File: src/rtl/mdio_pkg.sv
package mdio_pkg;

    localparam int FRAME_BITS = 64;
    localparam int POS_W      = $clog2(FRAME_BITS);
    localparam int POS_TA     = 46;
    localparam int POS_DATA   = 48;
    localparam int MIN_PHASE_NS = 200;

    localparam logic [1:0] SOF_CODE = 2'b01;
    localparam logic [1:0] OP_READ  = 2'b10;
    localparam logic [1:0] OP_WRITE = 2'b01;
    localparam logic [1:0] TA_WRITE = 2'b10;

    typedef struct packed {
        logic        rd;
        logic [4:0]  phy;
        logic [4:0]  regn;
        logic [15:0] wdata;
    } mdio_req_t;

    function automatic logic [FRAME_BITS-1:0] build_frame(mdio_req_t q);
        logic [1:0]  op;
        logic [1:0]  ta;
        logic [15:0] dat;
        op  = q.rd ? OP_READ : OP_WRITE;
        ta  = q.rd ? 2'b00 : TA_WRITE;
        dat = q.rd ? 16'h0000 : q.wdata;
        return {32'hFFFF_FFFF, SOF_CODE, op, q.phy, q.regn, ta, dat};
    endfunction

    function automatic int min_half(int clk_ns);
        int h;
        h = (MIN_PHASE_NS + clk_ns - 1) / clk_ns;
        return (h < 1) ? 1 : h;
    endfunction

endpackage

File: src/rtl/mdio_mdc_gen.sv
module mdio_mdc_gen #(
    parameter int DIV_W    = 8,
    parameter int MIN_HALF = 20
) (
    input  logic             clk,
    input  logic             rst,
    input  logic             load,
    input  logic             run,
    input  logic [DIV_W-1:0] div_half,
    output logic             mdc,
    output logic             rise_stb,
    output logic             end_stb
);
    localparam int DIV_MAX = (1 << DIV_W) - 1;
    localparam int HMAX    = (MIN_HALF > DIV_MAX) ? MIN_HALF : DIV_MAX;
    localparam int CNT_W   = $clog2(2 * HMAX + 1) + 1;
    localparam logic [CNT_W-1:0] MIN_C = CNT_W'(MIN_HALF);

    logic [CNT_W-1:0] cnt_q, half_q, eff_half, half_m1, period_m1;
    logic             mdc_q;

    assign eff_half  = (CNT_W'(div_half) < MIN_C) ? MIN_C : CNT_W'(div_half);
    assign half_m1   = half_q - 1'b1;
    assign period_m1 = (half_q << 1) - 1'b1;
    assign rise_stb  = run && (cnt_q == half_m1);
    assign end_stb   = run && (cnt_q == period_m1);
    assign mdc       = mdc_q;

    always_ff @(posedge clk) begin
        if (rst) begin
            cnt_q  <= '0;
            half_q <= MIN_C;
            mdc_q  <= 1'b0;
        end else if (load) begin
            cnt_q  <= '0;
            half_q <= eff_half;
            mdc_q  <= 1'b0;
        end else if (run) begin
            if (end_stb) begin
                cnt_q <= '0;
                mdc_q <= 1'b0;
            end else begin
                cnt_q <= cnt_q + 1'b1;
                if (rise_stb) mdc_q <= 1'b1;
            end
        end else begin
            cnt_q <= '0;
            mdc_q <= 1'b0;
        end
    end

endmodule

File: src/rtl/mdio_frame_seq.sv
module mdio_frame_seq
    import mdio_pkg::*;
(
    input  logic        clk,
    input  logic        rst,
    input  logic        start,
    input  mdio_req_t   req,
    input  logic        rise_stb,
    input  logic        end_stb,
    input  logic        mdio_i,
    output logic        load,
    output logic        busy,
    output logic        mdio_o,
    output logic        mdio_oe,
    output logic [15:0] rd_data,
    output logic        rd_err,
    output logic        done
);
    localparam logic [POS_W-1:0] POS_LAST  = POS_W'(FRAME_BITS - 1);
    localparam logic [POS_W-1:0] POS_TA2   = POS_W'(POS_TA + 1);
    localparam logic [POS_W-1:0] POS_REL   = POS_W'(POS_TA);
    localparam logic [POS_W-1:0] POS_DAT   = POS_W'(POS_DATA);

    logic                  busy_q, rd_q, ta_bad_q;
    logic [POS_W-1:0]      pos_q, pos_nx;
    logic [FRAME_BITS-1:0] sh_q, frame_w;
    logic [15:0]           cap_q, rdd_q;
    logic                  o_q, oe_q, done_q, err_q;

    assign load    = start && !busy_q;
    assign frame_w = build_frame(req);
    assign pos_nx  = pos_q + 1'b1;
    assign busy    = busy_q;
    assign mdio_o  = o_q;
    assign mdio_oe = oe_q;
    assign rd_data = rdd_q;
    assign rd_err  = err_q;
    assign done    = done_q;

    always_ff @(posedge clk) begin
        if (rst) begin
            busy_q   <= 1'b0;
            rd_q     <= 1'b0;
            ta_bad_q <= 1'b0;
            pos_q    <= '0;
            sh_q     <= '0;
            cap_q    <= '0;
            rdd_q    <= '0;
            o_q      <= 1'b0;
            oe_q     <= 1'b0;
            done_q   <= 1'b0;
            err_q    <= 1'b0;
        end else begin
            done_q <= 1'b0;
            err_q  <= 1'b0;
            if (load) begin
                busy_q   <= 1'b1;
                rd_q     <= req.rd;
                ta_bad_q <= 1'b0;
                pos_q    <= '0;
                sh_q     <= frame_w;
                o_q      <= frame_w[FRAME_BITS-1];
                oe_q     <= 1'b1;
            end else if (busy_q) begin
                if (rise_stb && rd_q) begin
                    if (pos_q == POS_TA2) ta_bad_q <= mdio_i;
                    if (pos_q >= POS_DAT) cap_q <= {cap_q[14:0], mdio_i};
                end
                if (end_stb) begin
                    if (pos_q == POS_LAST) begin
                        busy_q <= 1'b0;
                        oe_q   <= 1'b0;
                        o_q    <= 1'b0;
                        done_q <= 1'b1;
                        err_q  <= rd_q && ta_bad_q;
                        if (rd_q) rdd_q <= cap_q;
                    end else begin
                        pos_q <= pos_nx;
                        sh_q  <= {sh_q[FRAME_BITS-2:0], 1'b0};
                        o_q   <= sh_q[FRAME_BITS-2];
                        oe_q  <= !(rd_q && (pos_nx >= POS_REL));
                    end
                end
            end
        end
    end

endmodule

File: src/rtl/mdio_master.sv
module mdio_master
    import mdio_pkg::*;
#(
    parameter int CLK_PERIOD_NS = 10,
    parameter int DIV_W         = 8
) (
    input  logic             clk,
    input  logic             rst,
    input  logic             start,
    input  logic             rd_nwr,
    input  logic [4:0]       phy_addr,
    input  logic [4:0]       reg_addr,
    input  logic [15:0]      wr_data,
    input  logic [DIV_W-1:0] div_half,
    output logic [15:0]      rd_data,
    output logic             rd_err,
    output logic             done,
    output logic             mdc,
    output logic             mdio_o,
    output logic             mdio_oe,
    input  logic             mdio_i
);
    localparam int MIN_HALF = min_half(CLK_PERIOD_NS);

    mdio_req_t req;
    logic      load, busy, rise_stb, end_stb;

    assign req = '{rd: rd_nwr, phy: phy_addr, regn: reg_addr, wdata: wr_data};

    mdio_mdc_gen #(
        .DIV_W    (DIV_W),
        .MIN_HALF (MIN_HALF)
    ) u_clk (
        .clk      (clk),
        .rst      (rst),
        .load     (load),
        .run      (busy),
        .div_half (div_half),
        .mdc      (mdc),
        .rise_stb (rise_stb),
        .end_stb  (end_stb)
    );

    mdio_frame_seq u_seq (
        .clk      (clk),
        .rst      (rst),
        .start    (start),
        .req      (req),
        .rise_stb (rise_stb),
        .end_stb  (end_stb),
        .mdio_i   (mdio_i),
        .load     (load),
        .busy     (busy),
        .mdio_o   (mdio_o),
        .mdio_oe  (mdio_oe),
        .rd_data  (rd_data),
        .rd_err   (rd_err),
        .done     (done)
    );

endmodule

File: config.mk
export PLATFORM = sky130hd
export DESIGN_NAME = mdio_master
export DESIGN_NICKNAME = d
export VERILOG_FILES = /design/src/rtl/mdio_pkg.sv /design/src/rtl/mdio_mdc_gen.sv /design/src/rtl/mdio_frame_seq.sv /design/src/rtl/mdio_master.sv
export SDC_FILE = /design/constraint.sdc
export NUM_CORES = 1
export LEC_CHECK = 0
export CORE_MARGIN = 4
export CORE_UTILIZATION = 59
export CTS_BUF_LIST = sky130_fd_sc_hd__clkbuf_8
export CTS_CLUSTER_SIZE = 30
export DETAILED_ROUTE_END_ITERATION = 10
export PLACE_DENSITY = 0.92
export SETUP_SLACK_MARGIN = 0.1
export SYNTH_ARGS = -nofsm -noshare
export SYNTH_HDL_FRONTEND = slang
export SYNTH_HIERARCHICAL = 1
export SYNTH_SLANG_ARGS = --single-unit
File: constraint.sdc
create_clock -name clk -period 4.4 [get_ports clk]
set_clock_uncertainty 0.05 [all_clocks]
set_input_delay 0.88 -clock clk [delete_from_list [all_inputs] [get_ports clk]]
set_output_delay 0.88 -clock clk [all_outputs]
set_load 0.005 [all_outputs]
Word-level counts from Yosys, hierarchy flattened --
Cells that the tools add are included.
Storage, ports and cells: bits in registers 129, input port bits 39, output and inout port bits 21
Cells by class: $add $sub $neg 4, order comparisons 3, eq/ne operators 5, mux-type cells 21, bitwise gates (word level) 4, reduce and logical (&&, ||, !) cells 20
Operator list (count):
- $mux W63 | 4
- $eq A10 B10 Y1 | 2
- $sub A10 B1 Y10 const B | 2
- $mux W16 | 1
- $mux W1 | 13
- $eq A6 B6 Y1 const B | 2
- $ge A6 B6 Y1 const B | 2
- $add A10 B1 Y10 const B | 1
- $reduce_and A3 Y1 | 3
- $lt A8 B5 Y1 const B | 1
- $mux W8 | 1
- $reduce_or A4 Y1 | 2
- $add A6 B1 Y6 const B | 1
- $logic_and A1 B1 Y1 | 6
- $reduce_and A5 Y1 | 1
- $reduce_or A5 Y1 | 1
- $mux W2 | 2
- $not A1 Y1 | 4
- $reduce_and A4 Y1 | 1
- $reduce_bool A2 Y1 | 2
- $logic_not A1 Y1 | 2
- $ne A2 B2 Y1 const B | 1
- $reduce_and A2 Y1 | 1
- $reduce_or A2 Y1 | 1

Logic depth before layout (Yosys ltp) --
Gate-level depths: netlist of run 1.
word-level depth 8, depth in mapped cells 15, mapped depth without buffers 11

Cells and area by module --
The synthesis of run 1 kept the hierarchy.
Modules (own cells, without submodules):
- mdio_frame_seq | instances 1, cells each 504, area each 4191.5 um^2, sequential area each 2162.1 um^2
- mdio_mdc_gen | instances 1, cells each 169, area each 1453.9 um^2, sequential area each 380.4 um^2

Worst setup path before layout of run 1 --
No wires, ideal clock.
path type flip-flop to flip-flop, start register u_clk.half_q[0], end register u_seq.rdd_q[0], in the netlist u_seq/rd_data[0], data arrival time 2937 ps, required time 4222 ps, path slack 1286 ps, stages on the path, launching flop included 14, path buffers 2, period minus slack after synthesis 3114 ps, cells stage by stage dfxtp_1 > buf_6 > inv_1 > ha_1 > nor4b_4 > and2b_4 > xnor2_2 > xnor2_2 > nor4b_1 > inv_1 > nor4_4 > buf_6 > mux2i_1 > nor2_1
Between the ends: word-level cells in the longest chain between the ends 4
Ends and longest elaborated chain:
- start: declaration | RTL line mdio_mdc_gen.sv:19 | logic [CNT_W-1:0] cnt_q, half_q, eff_half, half_m1, period_m1;
- start signal: assignment | RTL line mdio_mdc_gen.sv:36 | half_q <= eff_half;
- $sub A10 B1 Y10 | RTL line mdio_mdc_gen.sv:24 | assign period_m1 = (half_q << 1) - 1'b1;
- $eq A10 B10 Y1 | RTL line mdio_mdc_gen.sv:26 | assign end_stb = run && (cnt_q == period_m1);
- $logic_and A1 B1 Y1 | RTL line mdio_mdc_gen.sv:26
- named net end_stb | RTL line mdio_master.sv:26 | logic load, busy, rise_stb, end_stb;
- $reduce_and A5 Y1 (no line)
- end signal: assignment | RTL line mdio_frame_seq.sv:76 | if (rd_q) rdd_q <= cap_q;
- end: declaration | RTL line mdio_frame_seq.sv:27 | logic [15:0] cap_q, rdd_q;
The timed path passes the listed nets, and every way through them passes these cells. A chain may end at the register's enable or synchronous reset.

Worst setup path in the final report of run 1 --
start register u_clk.half_q[0], end register u_seq.sh_q[15]
Between the ends: word-level cells in the longest chain between the ends 5
Ends and longest elaborated chain:
- $sub A10 B1 Y10 | RTL line mdio_mdc_gen.sv:24
- $eq A10 B10 Y1 | RTL line mdio_mdc_gen.sv:26
- $logic_and A1 B1 Y1 | RTL line mdio_mdc_gen.sv:26
- named net end_stb | RTL line mdio_master.sv:26
- $reduce_bool A2 Y1 (no line)
- $reduce_and A3 Y1 (no line)
- end signal: assignment | RTL line mdio_frame_seq.sv:61 | sh_q <= frame_w;
- end signal: assignment | RTL line mdio_frame_seq.sv:79 | sh_q <= {sh_q[FRAME_BITS-2:0], 1'b0};
- end: declaration | RTL line mdio_frame_seq.sv:26 | logic [FRAME_BITS-1:0] sh_q, frame_w;
The timed path passes the listed nets, and every way through them passes these cells.

==> metrics, run 1 <==
outcome finished, final reports clean; routed len/inst 15.2 µm; CTS tree built; DRC errors left 0; clk_lat worst skew 0.43 ns; CP required 4.69 ns; CTS max path bufs 2; Yosys Warn Count 6; crit path capture u_seq/sh_q[15]$_SDFFE_PP0P_; Synth top area share 0.450; Period minus WS final 3.83 ns; fmax 0.261 GHz; Syn Std Cell Area 5650 µm²; Syn Inst Count between 600 and 700; drt pass-1 iters 6; vias 4889; cts bufs inserted 17; most common cell after layout, fill and taps aside dfxtp_1; global route overflow 0; Post-Route WL ~13 mm; row count 35; Setup-failing EPs final 0; fin. max-slew vios 0; Final Hold Vio Count 0; top post-synthesis cells by area dfxtp_1, nor3_1, nand2_1; number of setup buffers added after CTS 0; Slew @ Worst Pin 0.892 ns; Synth Register Bits 127; kind of critical path flop to flop; Initial Util 0.608; core area approximately 9300 µm²; synthesized area per cell approximately 8.4 µm²; sequential share of the synthesized area 0.450; first-pass GRT wire length 21.7 mm; CTS Root Buffer Type clkbuf_8; H-tree lvl count 4; reg2reg start u_clk/half_q[0]$_SDFFE_PP0P_; Syn Nets 716; most frequent cells in the layout dfxtp_1, nand2_1, nor3_1, nor2_1, clkdlybuf4s50_1; ys async rst share 0; Resize count post-CTS 0; R2R depth 12; clock sink total 127; Lkg Pwr ~2.4 nW; crit path launch type flop; fin nets between 700 and 800; non-filler cells in the finished layout 844; Die Ht 106 µm; Worst R2R Setup Slack about 0.57 ns; period utilization 0.871; Max-Slew Margin vs Limit 0.403; Setup crit end kind flop; fillers roughly 670; Setup TNS 0 ns; WP data arrival 4.12 ns; Synth-to-Final Area Change 18.0%; PwrDens 391 nW/µm²; RSZ-0062 raised after global routing no; DP HPWL 8.16 mm; clk slew on worst S/H paths 0.08 ns; GP Congestion between 0.9 and 1; Synth area leader dfxtp_1; Critical Path Fanout Max 26; antenna violations before repair 0; Die X 106 µm; Hold WC Path Type flop to flop; initial DRC count 375; FF-to-FF End u_seq/sh_q[15]$_SDFFE_PP0P_; Hold-fix buffers, CTS 0; IO Count 60; Die Area 11200 µm²; dpl cells 812; number of global-route vias before repair 4698; crit path launch u_clk/half_q[0]$_SDFFE_PP0P_; Post-DRT Antenna Nets 0; Yosys cell types 63; Port Buffer Count 59; ys flop type dfxtp_1; EDFF count, synth 0; largest net degree at the start of global routing 88; Via density 5.79; Max-Cap Viols 0; gr usage total 0.235; Max VDD drop about 0.30 mV; layout cell share with drive strength beyond 1 0.0979; ant diodes 0
per-layer routing:
metal | global-route usage | wire length (µm) | vias up
li1 | - | - | 2394
met1 | 0.292 | 5560 | 2293
met2 | 0.399 | 6440 | 174
met3 | 0.0582 | 667 | 28
met4 | 0.0786 | 206 | 0
met5 | 0 | 0 | -
power by group:
| group | switching, mW | internal, mW | total (mW) |
|---|---|---|---|
| logic | 0.102 | 0.0963 | 0.198 |
| registers | 0.0393 | 1.20 | 1.24 |
| clock network | 0.487 | 0.685 | 1.17 |
registers in the layout, indices dropped and copies added, names as in the netlist:
name            count
u_seq/sh_q         63
u_seq/cap_q        16
u_seq/rd_data      16
u_clk/cnt_q        10
u_clk/half_q        8
u_seq/pos_q         6
u_clk/mdc           1
u_seq/busy          1
u_seq/done          1
u_seq/mdio_o        1
u_seq/mdio_oe       1
u_seq/rd_err        1
u_seq/rd_q          1
u_seq/ta_bad_q      1
critical path, stage by stage, from the launching register on:
cell     delay, ns
dfxtp_1       0.41
inv_1         0.10
ha_1          0.27
nor4b_4       0.34
and2b_4       0.23
xnor2_2       0.07
xnor2_2       0.15
nor4b_1       0.50
and2_1        0.41
o21a_2        0.54
buf_4         0.37
nand2_1       0.12
a31oi_1       0.18
kinds of logic (layout without fill, tap and decap cells):
family | Yosys count | after routing | synth area share
xor+xnor | 24 | 24 | 0.0423
compound gates | 118 | 118 | 0.137
flops | 127 | 127 | 0.450
fa+ha+maj | 4 | 4 | 0.00887
mux | 20 | 20 | 0.0355
simple gates | 311 | 311 | 0.270
buf+inv | 69 | 111 | 0.0563
worst min-delay path by stage:
stage | end | from | slack [ns] | cells past startpoint
after floorplan | u_seq/sh_q[16]$_SDFFE_PP0P_ | u_seq/sh_q[15]$_SDFFE_PP0P_ | 0.38 | 2
after global placement | u_seq/cap_q[15]$_SDFFE_PP0P_ | u_seq/cap_q[15]$_SDFFE_PP0P_ | 0.40 | 2
after detailed placement | u_seq/cap_q[15]$_SDFFE_PP0P_ | u_seq/cap_q[15]$_SDFFE_PP0P_ | 0.40 | 2
after CTS | u_seq/cap_q[15]$_SDFFE_PP0P_ | u_seq/cap_q[15]$_SDFFE_PP0P_ | 0.41 | 2
after global routing | u_seq/sh_q[31]$_SDFFE_PP0P_ | u_seq/sh_q[30]$_SDFFE_PP0P_ | 0.44 | 2
final | u_seq/sh_q[16]$_SDFFE_PP0P_ | u_seq/sh_q[15]$_SDFFE_PP0P_ | 0.41 | 2
synth_stat cells, drive strengths merged, types with 11 or more instances:
cell,instances
mux2i,20
nand3,39
nor2,79
inv,12
nor3,73
clkbuf,28
xor2,11
a31oi,20
a21oi,50
nand2,81
buf,29
a22oi,11
dfxtp,127
xnor2,12
final cells by class:
cell class | count | area [µm²] | area share
Inverter | 12 | 45.0 | 0.00676
Clock buffer | 17 | 234 | 0.0351
Timing Repair Buffer | 67 | 648 | 0.0973
Sequential cell | 127 | 2540 | 0.382
Tap cell | 129 | 161 | 0.0242
Multi-Input combinational cell | 477 | 2790 | 0.420
Clock inverter | 15 | 234 | 0.0351
metrics by stage:
| stage | power, mW | instance area, µm² | util | hold slack (ns) | setup slack [ns] |
|---|---|---|---|---|---|
| after floorplan | 1.39 | 5650 | - | 0.382 | 1.29 |
| after global placement | 1.45 | 6190 | 0.667 | 0.395 | 0.856 |
| after detailed placement | 1.46 | 6190 | 0.667 | 0.400 | 0.656 |
| after CTS | 2.62 | 6660 | 0.717 | 0.411 | 0.597 |
| after global routing | 2.70 | 6660 | 0.717 | 0.435 | 0.265 |
| final | 2.61 | 6660 | 0.717 | 0.409 | 0.569 |
(Power assumes the default switching activity.)
==> run 2: changes to the inputs <==
--- a/config.mk
+++ b/config.mk
@@ -5,6 +5,7 @@
 export SDC_FILE = /design/constraint.sdc
 export NUM_CORES = 1
 export LEC_CHECK = 0
+export CORE_ASPECT_RATIO = 0.9
 export CORE_MARGIN = 4
 export CORE_UTILIZATION = 59
 export CTS_BUF_LIST = sky130_fd_sc_hd__clkbuf_8
@@ -12,6 +13,7 @@
 export DETAILED_ROUTE_END_ITERATION = 10
 export PLACE_DENSITY = 0.92
 export SETUP_SLACK_MARGIN = 0.1
+export SLEW_MARGIN = 20
 export SYNTH_ARGS = -nofsm -noshare
 export SYNTH_HDL_FRONTEND = slang
 export SYNTH_HIERARCHICAL = 1
==> run 2 against run 1 <==
Compared with the run above:
- non-clock buffer count stayed put
- utilization fell by 0.82 points
- worst hold slack gained 0.0020 ns
- routed wire length decreased by 5.4%
- first-iteration DRC count grew 9.1%
- via count down 1.6%
- critical path depth stayed put
- global-route usage down 1.6 points
==> metrics, run 2 (synthesis gave the netlist of run 1 again) <==
outcome finished, final reports clean; met2 Use GR 0.361; dpl cells 805; Setup-failing EPs final 0; clock sink total 127; fin. max-slew vios 0; Post-Place Worst Slack 0.869 ns; Lkg Pwr 2.36 nW; PwrDens 350 nW/µm²; Final Hold Vio Count 0; row count 33; CTS tree built; most common cell after layout, fill and taps aside dfxtp_1; non-filler cells in the finished layout 835; CTS max path bufs 2; Max-Slew Margin vs Limit 0.440; crit path capture u_seq/sh_q[30]$_SDFFE_PP0P_; largest net degree at the start of global routing 71; gr usage total 0.219; Worst R2R Setup Slack slightly below 0.8 ns; CP peak stage delay between 0.5 and 0.6 ns; met3 Track Usage GR 0.0462; Post-Route WL 12.2 mm; most used routing layer met2; FF-to-FF End u_seq/sh_q[30]$_SDFFE_PP0P_; Critical Path Fanout Max 41; cts bufs inserted 17; clk slew on worst S/H paths 0.07 ns; Period minus WS final about 3.6 ns; Die Ht 101 µm; Initial Util 0.613; CP required about 4.7 ns; Die X roughly 110 µm; Hold WC Path Type flop to flop; fmax between 0.2 and 0.3 GHz; Max-Cap Viols 0; period utilization 0.825; DRC errors left 0; WP data arrival approximately 4 ns; RSZ-0062 raised after global routing no; R2R depth 12; clk_lat worst skew around 0.43 ns; Resize count post-CTS 0; Via density 5.76; global route overflow 0; core area 9210 µm²; DP HPWL 7.87 mm; ant diodes 0; largest reg by FF count u_seq/sh_q; Post-DRT Antenna Nets 0; crit path launch u_clk/half_q[0]$_SDFFE_PP0P_; worst path cell trace inv_1 > ha_1 > nor4b_4 > and2b_4 > xnor2_2 > xnor2_2 > nor4b_1 > and2_1 > o21a_2 > buf_12 > nor3_1 > nor3_1; setup slack after layout 0.770 ns; reg2reg start u_clk/half_q[0]$_SDFFE_PP0P_; slowest stage cell on the critical path o21a_2; Setup TNS 0 ns; GP Congestion 0.958; initial DRC count 409; CTS Root Buffer Type clkbuf_8; Setup crit end kind flop; max reg flops 63; Hold-fix buffers, CTS 0; crit path launch type flop; Max VDD drop ~0.34 mV; Port Buffer Count 59; number of global-route vias before repair approximately 4500; routed len/inst 14.6 µm; number of setup buffers added after CTS 0; IO Count 60; antenna violations before repair 0; H-tree lvl count 4; Synth-to-Final Area Change 15.6%; global routing usage on met1 0.281; vias 4809; Die Area 11200 µm²; drt pass-1 iters 5; first-pass GRT wire length 20.4 mm; layout cell share with drive strength beyond 1 0.0898; most frequent cells in the layout dfxtp_1, nand2_1, nor3_1, nor2_1, clkdlybuf4s50_1; fin nets roughly 750; kind of critical path flop to flop; Slew @ Worst Pin about 0.84 ns
## run 2: cell type report
class	count	area, µm²
clock buffer	21	289
clock inverter	9	47.5
fill	642	2680
inverter	12	45.0
multi-input combinational	477	2790
sequential	127	2540
tap	122	153
timing repair buffer	67	658
## run 2: per-stage QoR
stage	power (mW)	cell area (µm²)	utilization	hold slack (ns)
floorplan	1.39	5650	-	0.382
global placement	1.45	6190	0.673	0.388
detailed placement	1.45	6190	0.673	0.396
CTS	2.30	6530	0.709	0.407
global route	2.37	6530	0.709	0.418
finish	2.28	6530	0.709	0.411
## run 2: metal layers
metal	up-vias	wire length, µm	part of all wire
met2	131	5940	0.49
met5	-	0	0
met4	0	217	0.018
met1	2278	5390	0.44
met3	22	626	0.051
li1	2378	-	-
## run 2: where the power goes
group	internal, mW	switching [mW]	leakage, nW
combinational	0.0966	0.100	1.14
sequential	1.20	0.0385	1.04
clock	0.432	0.417	0.181
total	1.73	0.556	2.36
## run 2: worst min-delay path by stage
| stage | endpoint | slack [ns] | cells past startpoint | startpoint |
|---|---|---|---|---|
| floorplan | u_seq/sh_q[16]$_SDFFE_PP0P_ | 0.38 | 2 | u_seq/sh_q[15]$_SDFFE_PP0P_ |
| finish | u_seq/sh_q[16]$_SDFFE_PP0P_ | 0.41 | 2 | u_seq/sh_q[15]$_SDFFE_PP0P_ |
| detailed placement | u_seq/sh_q[16]$_SDFFE_PP0P_ | 0.40 | 2 | u_seq/sh_q[15]$_SDFFE_PP0P_ |
| global placement | u_seq/sh_q[16]$_SDFFE_PP0P_ | 0.39 | 2 | u_seq/sh_q[15]$_SDFFE_PP0P_ |
| global route | u_seq/sh_q[16]$_SDFFE_PP0P_ | 0.42 | 2 | u_seq/sh_q[15]$_SDFFE_PP0P_ |
| CTS | u_seq/sh_q[16]$_SDFFE_PP0P_ | 0.41 | 2 | u_seq/sh_q[15]$_SDFFE_PP0P_ |
## run 2: worst max-delay path, delay by kind of cell, from the launching register on
family	cells	cell delay (ns)
DFF	1	0.39
and+or+nand+nor	6	1.72
adders and majority gates	1	0.26
AOI/OAI and AO/OA	1	0.52
buffers and inverters	2	0.36
xor gates and xnor gates	2	0.24
